$ cat config.mk
export PLATFORM = sky130hd
export DESIGN_NAME = sym_stack_popcnt
export DESIGN_NICKNAME = d
export VERILOG_FILES = /design/src/rtl/sym_stack_pkg.sv /design/src/rtl/tri_stacker.sv /design/src/rtl/stack_merger.sv /design/src/rtl/stack_decoder.sv /design/src/rtl/sym_stack_popcnt.sv
export SDC_FILE = /design/constraint.sdc
export NUM_CORES = 1
export LEC_CHECK = 0
export BUFFER_PORTS_ARGS = -buffer_cell sky130_fd_sc_hd__buf_2
export CORE_AREA = 3 3 40 42
export CTS_BUF_LIST = sky130_fd_sc_hd__clkbuf_8 sky130_fd_sc_hd__clkbuf_16
export DETAILED_ROUTE_END_ITERATION = 7
export DIE_AREA = 0 0 43 45
export PLACE_DENSITY_LB_ADDON = 0.12
export SETUP_SLACK_MARGIN = 0.5
export SLEW_MARGIN = 20
export SYNTH_ARGS = -nofsm -noshare
export SYNTH_HDL_FRONTEND = slang
export SYNTH_SLANG_ARGS = --single-unit
$ cat constraint.sdc
create_clock -name clk -period 1.5 [get_ports clk]
set_input_delay 0.15 -clock clk [delete_from_list [all_inputs] [get_ports clk]]
set_output_delay 0.15 -clock clk [all_outputs]
set_load 0.03 [all_outputs]
$ cat src/rtl/sym_stack_pkg.sv
package sym_stack_pkg;
  localparam int N_IN  = 6;
  localparam int GRP_W = 3;
  localparam int CNT_W = $clog2(N_IN + 1);
endpackage

$ cat src/rtl/tri_stacker.sv
module tri_stacker (
  input  logic [2:0] in_i,
  output logic [2:0] stk_o
);
  always_comb begin
    stk_o[0] = in_i[0] | in_i[1] | in_i[2];
    stk_o[1] = (in_i[0] & in_i[1]) | (in_i[1] & in_i[2]) | (in_i[0] & in_i[2]);
    stk_o[2] = in_i[0] & in_i[1] & in_i[2];
  end
endmodule

$ cat src/rtl/stack_merger.sv
module stack_merger #(
  parameter int A_W = 3,
  parameter int B_W = 3,
  localparam int M_W = A_W + B_W
) (
  input  logic [A_W-1:0] x_i,
  input  logic [B_W-1:0] y_i,
  output logic [M_W-1:0] m_o
);
  always_comb begin
    m_o = '0;
    for (int i = 0; i < A_W; i++) m_o[i] = m_o[i] | x_i[i];
    for (int j = 0; j < B_W; j++) m_o[j] = m_o[j] | y_i[j];
    for (int i = 0; i < A_W; i++) begin
      for (int j = 0; j < B_W; j++) begin
        m_o[i+j+1] = m_o[i+j+1] | (x_i[i] & y_i[j]);
      end
    end
  end
endmodule

$ cat src/rtl/stack_decoder.sv
module stack_decoder #(
  parameter int N = 6,
  localparam int C_W = $clog2(N + 1)
) (
  input  logic [N-1:0]   t_i,
  output logic [C_W-1:0] cnt_o
);
  logic [N:0] tp;
  logic       exact;
  always_comb begin
    tp    = {1'b0, t_i};
    cnt_o = '0;
    exact = 1'b0;
    for (int k = 1; k <= N; k++) begin
      exact = tp[k-1] & ~tp[k];
      for (int b = 0; b < C_W; b++) begin
        if (((k >> b) & 1) == 1) cnt_o[b] = cnt_o[b] | exact;
      end
    end
  end
endmodule

$ cat src/rtl/sym_stack_popcnt.sv
module sym_stack_popcnt
  import sym_stack_pkg::*;
(
  input  logic             clk,
  input  logic             rst,
  input  logic [N_IN-1:0]  bits_i,
  output logic [CNT_W-1:0] count_o
);
  logic [N_IN-1:0]  in_q;
  logic [GRP_W-1:0] stk_lo, stk_hi;
  logic [N_IN-1:0]  stk_all;
  logic [CNT_W-1:0] cnt_d;

  always_ff @(posedge clk) begin
    if (rst) begin
      in_q    <= '0;
      count_o <= '0;
    end else begin
      in_q    <= bits_i;
      count_o <= cnt_d;
    end
  end

  tri_stacker u_stk_lo (.in_i(in_q[GRP_W-1:0]),      .stk_o(stk_lo));
  tri_stacker u_stk_hi (.in_i(in_q[N_IN-1:GRP_W]),   .stk_o(stk_hi));

  stack_merger #(.A_W(GRP_W), .B_W(GRP_W)) u_merge (
    .x_i(stk_lo), .y_i(stk_hi), .m_o(stk_all)
  );

  stack_decoder #(.N(N_IN)) u_dec (.t_i(stk_all), .cnt_o(cnt_d));
endmodule

* Word-level counts from Yosys, hierarchy flattened
Index checks and enable logic that the tools add are counted. Widths: inputs -> output; s select.
Operators by class: bitwise operators 50
Operators with widths (number):
- $or 1x1->1 | 23
- $and 1x1->1 | 22
- $not 1->1 | 5
Storage, ports and cells: register bits 9, input bits 8, output and inout bits 3, logic and storage cells 52

* Longest topological paths before layout
Gate-level depths: netlist of run 1.
depth in word-level cells 10, depth in mapped cells 5, mapped depth without buffers 4

* By module
A second synthesis of run 1 with hierarchy kept.
Unflattened totals: cells, all modules 40, area, all modules 386.6 sq um
Modules (own cells, without submodules):
- sym_stack_popcnt | times used 1, cells each 18, area an instance 236.5 sq um
- stack_merger | times used 1, cells each 9, area an instance 60.1 sq um
- tri_stacker | times used 2, cells each 3, area an instance 23.8 sq um
- stack_decoder | times used 1, cells each 7, area an instance 42.5 sq um

* Worst setup path after synthesis of run 1
No wires, ideal clock.
path type register to register, from register in_q[5], to register count_o[1], library setup time 0.130 ns, arrival 1.351 ns, path slack 0.019 ns, stages on the path, launching flop included 6, buffers on the path 1, clock period less this slack 1.481 ns, path through dfxtp_1 > buf_6 > maj3_2 > or3_1 > a31oi_1 > a2111oi_2
On the way: longest elaborated chain between the ends 10
Ends and longest elaborated chain:
- start: declaration | RTL line sym_stack_popcnt.sv:9 | logic [N_IN-1:0] in_q;
- start signal: assignment | RTL line sym_stack_popcnt.sv:19 | in_q <= bits_i;
- $and 1x1->1 | RTL line tri_stacker.sv:7 | stk_o[1] = (in_i[0] & in_i[1]) | (in_i[1] & in_i[2]) | (in_i[0] & in_i[2]);
- $or 1x1->1 (2 in series) | RTL line tri_stacker.sv:7
- $and 1x1->1 | RTL line stack_merger.sv:16 | m_o[i+j+1] = m_o[i+j+1] | (x_i[i] & y_i[j]);
- $or 1x1->1 (2 in series) | RTL line stack_merger.sv:16
- $not 1->1 | RTL line stack_decoder.sv:15 | exact = tp[k-1] & ~tp[k];
- $and 1x1->1 | RTL line stack_decoder.sv:15
- $or 1x1->1 | RTL line stack_decoder.sv:17 | if (((k >> b) & 1) == 1) cnt_o[b] = cnt_o[b] | exact;
- $or 1x1->1 (*) | RTL line stack_decoder.sv:17
- end signal: assignment | RTL line sym_stack_popcnt.sv:20 | count_o <= cnt_d;
- end: declaration | RTL line sym_stack_popcnt.sv:7 | output logic [CNT_W-1:0] count_o
Every way passes the cells marked *; elsewhere a longest branch is shown, timed or not. A chain may end at the register's enable or synchronous reset.

* Final worst setup path of run 1
Same ends and word-level chain as after synthesis.

==> results of run 1 <==
==> metal layers <==
layer	wire length (µm)	part of all wire, %
met4	29	2.9
met5	0	0
met3	69	7.0
met1	417	42
met2	469	48
==> power by group through the flow <==
| stage | clock network [µW] | registers, µW | logic [µW] |
|---|---|---|---|
| final | 285 | 275 | 140 |
| after global routing | 307 | 278 | 150 |
| after CTS | 287 | 273 | 126 |
| after detailed placement | 0 | 278 | 118 |
| after global placement | 0 | 278 | 117 |
| after floorplan | 0 | 283 | 84.6 |
==> placed cells by master (no fill, tap or decap), drive strengths merged, types with 3 or more instances in the layout <==
cell type | Yosys | layout
clkbuf | 0 | 3
nor2b | 7 | 7
a31oi | 3 | 3
dfxtp | 9 | 9
nand2 | 3 | 3
xnor2 | 5 | 5
a21oi | 3 | 3
buf | 5 | 19
nor2 | 4 | 4
==> path summary, 6_finish.rpt <==
check,end,cells after the start,slack [ns]
max,count_o[1],5,0.06
min,in_q[0],2,0.12
max reg2reg,count_o[1],5,0.06
min reg2reg,count_o[1],1,0.56
==> state kept, by name, indices dropped and copies added, names as in the netlist <==
signal / count
in_q: 6
count_o: 3
==> critical path, cell delays in order (launching register included) <==
cell	delay [ns]
sky130_fd_sc_hd__dfxtp_4	0.36
sky130_fd_sc_hd__maj3_2	0.32
sky130_fd_sc_hd__buf_6	0.13
sky130_fd_sc_hd__a31oi_4	0.15
sky130_fd_sc_hd__a31oi_4	0.11
sky130_fd_sc_hd__a2111oi_4	0.27
==> area by class of cell <==
type | instances | area [µm²] | share of cell area, %
Clock buffer | 3 | 41.29 | 6.022
Clock inverter | 1 | 3.754 | 0.5474
Multi-Input combinational cell | 37 | 304.0 | 44.34
Sequential cell | 9 | 192.7 | 28.10
Tap cell | 15 | 18.77 | 2.737
Timing Repair Buffer | 19 | 125.1 | 18.25
==> cell families after synthesis <==
| logic type | count (synthesis) |
|---|---|
| AOI/OAI and AO/OA | 13 |
| xor gates and xnor gates | 5 |
| adders and majority gates | 1 |
| buffers and inverters | 5 |
| DFF | 9 |
| and+or+nand+nor | 18 |
==> timing repair <==
action	4_1_cts	5_1_grt
buffers inserted	3	0
endpoints found under the setup margin	3	3
pin swaps	10	5
gates resized for setup	9	5
hold buffers	0	0
==> through the flow <==
stage	setup slack, ns	total power [µW]	util (%)	hold WS [ns]
6_report	0.05884	699.7	53.36	0.1204
3_3_place_gp	0.05032	395.5	44.11	0.3588
2_1_floorplan	0.03620	368.0	-	0.2191
3_5_place_dp	0.03863	395.6	44.11	0.3637
5_1_grt	-0.004309	735.4	53.36	0.1239
4_1_cts	0.1083	685.4	50.83	0.1216
==> reports/qor.yml, run 1 <==
ys.flop_type: "sky130_fd_sc_hd__dfxtp_1"
synth.ff_latch_count: 9
run_status: "complete, no violations"
clkSinkCount: 9
synth.mux.area_fraction_pct: 0
detail-route-antenna-nets: 0
finalMaxSlewViolations: 0
fin_crit_sh_pct: 96.08
clk_latency_ns: 0.24
crit_path_max_fanout: 6
syn-cell-area_um2: 491.7
fp.dieH_um: 45
power.density_cell_area_nw_per_um2: 1020
maximum_number_of_pins_on_one_net_before_global_route_repair: 11
endpoints_failing_hold: 0
final_cells: 84
timing.final.crit_period_ns: 1.441
ioPinCount: 11
maxCapViolCount: 0
cp_data_arrival_time_ns: 1.58
antennaDiodeCount: 0
cts_max_level: 1
floorplan.die_area_um2: 1935
nNetsFinal: 78
min-delay-path-class: "input pin to register"
synth-xor-area-share_pct: 8.906
synth_top_area_cell: "sky130_fd_sc_hd__dfxtp_1"
synth.area.top_cells: "sky130_fd_sc_hd__dfxtp_1 37%, sky130_fd_sc_hd__nor2b_1 8.9%, sky130_fd_sc_hd__xnor2_1 8.9%"
synth_compound_area_share_pct: 23.41
number_of_antenna_violations_at_the_first_check_in_global_routing: 0
synth_top_area_share_pct: 36.64
crit_start: "in_q[5]"
netlist_instances: 51
main_combinational_cell_family_by_area_after_synthesis: "compound AO/OA/AOI/OAI gates"
gr-total-overflow: 0
synthTopCellsByCount: "9 x sky130_fd_sc_hd__dfxtp_1, 7 x sky130_fd_sc_hd__nor2b_1, 5 x sky130_fd_sc_hd__xnor2_1, 4 x sky130_fd_sc_hd__nor2_1"
drt_pre_antenna_iters: 4
max-clock-path-buffers: 2
wl_um: 986
clock_power_share_pct: 40.7
grt_util_met1_pct: 12.17
route.detailed.drc: 0
detailedRoute.firstIterationViolations: 3
yosys.cell_count.top_type: "sky130_fd_sc_hd__dfxtp_1"
vdd_ir_drop_max_mv: 0.7854
rows: 13
setup_violations: 0
max_slew.worst_pin.slew_ns: 0.2752
power_frac_seq_pct: 39.3
fin_worst_skew_ns: 0.003305
grt_util_all_layers_pct: 12.11
post_synth_fa_ha_maj_area_fraction_pct: 2.290
place.gp.congestion: 0.7267
die_w_um: 43
synth_area_per_cell_um2: 9.642
worstSetupStartpointType: "register"
flow.area_growth_from_synthesis_pct: 39.44
switching_share_pct: 27.48
relSlewSlack_pct: 81.65
fmax_mhz: 693.9
power.internal_uw: 507.4
timing.setup.tns_ns: 0
netlist-cell-type-count: 23
floorplan.initialDensity_pct: 38.27
grt_util_met3_pct: 4.781
synth_edf_count: 0
syn_nets: 59
ys.warnings.count: 0
avgViaCountPerCell: 5.060
placement.cell_area_um2: 566.8
hold_start: "bits_i[0]"
worst-setup-path-type: "register to register"
asyncSetResetFlopFracSynth_pct: 0
gr-max-usage-layer: "met2"
rr_startpoint: "in_q[5]"
cts-buffers-inserted: 3
power.leakage_uw: 0.0002801
power_switching_uw: 192.3
drive_gt1_share_pct: 50.72
wl_per_cell_um: 11.74
floorplan.core_area_um2: 1285
seq_area_frac_synth_pct: 36.64
synth-simple-area-share_pct: 19.34
first_pass_grt_wire_length_mm: 1.676
tritoncts: "yes"
final_area_um2: 685.7
critical_path.endpoint_type: "register"
first_global_vias: 409
setup_repair_after_global_routing_missed_its_margin: "true"
num_vias: 425
clk_root_buffer_cell: "sky130_fd_sc_hd__clkbuf_8"
place_hpwl_um: 622.1
filler_cell_count: 117
met2_usage_pct: 20.36
comb_power_share_pct: 19.9
placement.io_buffers: 10
clk_transition_reported_paths_ns: 0.05
timing.critical_path.required_ns: 1.64
post-place-cells: 77
Note: power is estimated with default switching activity, not from simulation.
==> run 2: changes to the inputs <==
- SYNTH_HIERARCHICAL: default -> 1
==> reports/qor.yml, run 2 <==
number_of_antenna_violations_at_the_first_check_in_global_routing: 0
critical_path.top_delay_family: "simple AND/OR/NAND/NOR gates"
placement.cell_area_um2: 484.2
fmax_mhz: 621.4
power_frac_seq_pct: 41.9
power.leakage_uw: 0.0002640
post-place-cells: 68
largest_register_ff_count: 6
wl_um: 735
syn_nets: 48
hold_start: "bits_i[1]"
ys.flop_type: "sky130_fd_sc_hd__dfxtp_1"
finalMaxSlewViolations: 0
synth_top_area_share_pct: 46.60
setup_violations: 3
power_switching_uw: 145.1
first_global_vias: 340
floorplan.die_area_um2: 1935
syn-cell-area_um2: 386.6
timing.final.crit_period_ns: 1.609
clk_root_buffer_cell: "sky130_fd_sc_hd__clkbuf_8"
critical_path.endpoint_type: "register"
worst-path-buf-inv: 1
floorplan.core_area_um2: 1285
comb_power_share_pct: 15.7
final_area_um2: 543.0
clkSinkCount: 9
layout.core_utilization_pct: 42.26
cts-buffers-inserted: 3
path_cells: "or3_4 > a222oi_1 > inv_1 > or3_1 > nor2b_1"
seq_area_frac_synth_pct: 46.60
most_frequent_cells_in_the_layout: "10 x sky130_fd_sc_hd__buf_2, 9 x sky130_fd_sc_hd__nor2b_1, 8 x sky130_fd_sc_hd__dfxtp_1, 4 x sky130_fd_sc_hd__inv_1"
wl_per_cell_um: 10.21
maxCapViolCount: 0
synth_edf_count: 0
place_hpwl_um: 591.3
netlist-cell-type-count: 16
r2r_end: "count_o[2]"
min-delay-path-class: "input pin to register"
synthTopCellsByCount: "9 x sky130_fd_sc_hd__dfxtp_1, 9 x sky130_fd_sc_hd__nor2b_1, 3 x sky130_fd_sc_hd__inv_1, 3 x sky130_fd_sc_hd__or3_1"
drive_gt1_share_pct: 43.86
floorplan.initialDensity_pct: 30.09
regMostFlops: "in_q"
final_common_cell: "sky130_fd_sc_hd__buf_2"
rows: 13
cts_max_level: 1
failed_checks: "setup timing"
worst-r2r-cell-count: 5
crit_path_max_fanout: 3
placement.io_buffers: 10
clock_power_share_pct: 42.5
relSlewSlack_pct: 82.68
ioPinCount: 11
route.detailed.drc: 0
critPathMaxStageDelay_ns: 0.38
dr_wl_met3_um: 68
maximum_number_of_pins_on_one_net_before_global_route_repair: 10
finalWorstSetupSlack_ns: -0.1092
nNetsFinal: 66
hold_path_depth: 2
asyncSetResetFlopFracSynth_pct: 0
antennaDiodeCount: 0
vdd_ir_drop_max_mv: 0.6512
largest_registers: "in_q x6, count_o x3"
p_total_uw: 629.9
tritoncts: "yes"
max_slew.worst_pin.slew_ns: 0.2598
met2_wirelength_um: 382
synth_area_per_cell_um2: 9.666
ys.warnings.count: 6
detail_route.wirelength.met1_um: 266
final_cells: 72
timing.critical_path.required_ns: 1.62
endpoints_failing_hold: 0
reg2reg_slack_ns: -0.11
place.gp.congestion: 0.7511
gr-total-overflow: 0
die_w_um: 43
switching_share_pct: 23.03
setup_repair_after_global_routing_missed_its_margin: "true"
cp_data_arrival_time_ns: 1.73
drt_pre_antenna_iters: 4
worst-setup-path-type: "register to register"
clk_latency_ns: 0.23
fin_worst_skew_ns: 0.002509
synth_top_area_cell: "sky130_fd_sc_hd__dfxtp_1"
rr_startpoint: "in_q[4]"
highest_routed_metal_layer: "met4"
flow.area_growth_from_synthesis_pct: 40.45
netlist_instances: 40
synth.ff_latch_count: 9
fp.dieH_um: 45
synth.area.top_cells: "sky130_fd_sc_hd__dfxtp_1 47%, sky130_fd_sc_hd__nor2b_1 15%, sky130_fd_sc_hd__maj3_1 5.2%"
power.internal_uw: 484.8
worstSetupStartpointType: "register"
power.density_cell_area_nw_per_um2: 1160
num_vias: 347
avgViaCountPerCell: 4.819
fin_crit_sh_pct: 107.3
detailedRoute.firstIterationViolations: 7
timing.hold.worst_endpoint: "in_q[1]"
crit_slowest_cell: "sky130_fd_sc_hd__or3_4"
max-clock-path-buffers: 2
detail-route-antenna-nets: 0
first_pass_grt_wire_length_mm: 1.242
run_status: "finished with violations"
grt_util_all_layers_pct: 9.182
clk_transition_reported_paths_ns: 0.04
-- run 2: kinds of logic after synthesis --
kind of cell / after synthesis / share of synthesized area (%)
AND/OR/NAND/NOR: 21 / 33.66
flip-flops: 9 / 46.60
AO/OA/AOI/OAI: 5 / 11.65
buffers and inverters: 3 / 2.912
adder cells (fa/ha/maj): 2 / 5.178
-- run 2: worst max-delay path by stage --
stage | slack, ns | to | depth (start not counted) | startpoint
6_report | -0.11 | count_o[2] | 5 | in_q[4]
3_5_place_dp | -0.13 | count_o[2] | 5 | in_q[2]
5_1_grt | -0.22 | count_o[2] | 5 | in_q[4]
4_1_cts | -0.12 | count_o[2] | 5 | in_q[4]
2_1_floorplan | -0.07 | count_o[2] | 5 | in_q[4]
3_3_place_gp | -0.13 | count_o[2] | 5 | in_q[2]
-- run 2: worst reg2reg max path, delay by kind of cell, from the launching register on --
kind	cells	cell delay, ns
and+or+nand+nor	3	0.80
buffers and inverters	1	0.08
AOI/OAI and AO/OA	1	0.31
DFF	1	0.32
-- run 2: final cells by class --
class                      instances  area (µm²)
timing repair buffer              13       72.57
multi-input combinational         28       214.0
clock inverter                     1       3.754
tap                               15       18.77
sequential                         9       181.4
inverter                           3       11.26
fill                             138       742.0
clock buffer                       3       41.29
-- run 2: power by group through the flow --
stage	logic, µW	clock network (µW)	registers (µW)
after floorplan	44.5	0	281
after global routing	108	288	265
after global placement	90.9	0	266
after detailed placement	93.8	0	268
final	98.7	268	264
after CTS	96.1	272	264
-- run 2: per-stage QoR --
step                      TNS [ns]  hold WS (ns)  setup slack (ns)
after CTS                  -0.2278        0.1267           -0.1176
after detailed placement   -0.2645        0.3644           -0.1268
final                      -0.2247        0.1276           -0.1092
after floorplan           -0.07073        0.2216          -0.07073
after global routing       -0.5653        0.1352           -0.2150
after global placement     -0.1901        0.3576           -0.1305
-- run 2: what timing repair did --
item,4_1_cts,5_1_grt
pin swaps,1,0
endpoints found under the hold margin,0,0
cloned,0,0
hold buffers,0,0
setup buffers,0,0
gates resized for setup,3,1
endpoints found under the setup margin,3,3
-- run 2: per-layer routing --
layer  vias to the layer above  GRT usage [%]
met1                       158          7.524
li1                        171              -
met2                        14          17.37
met4                         0          5.422
met5                         -              0
met3                         4          4.781
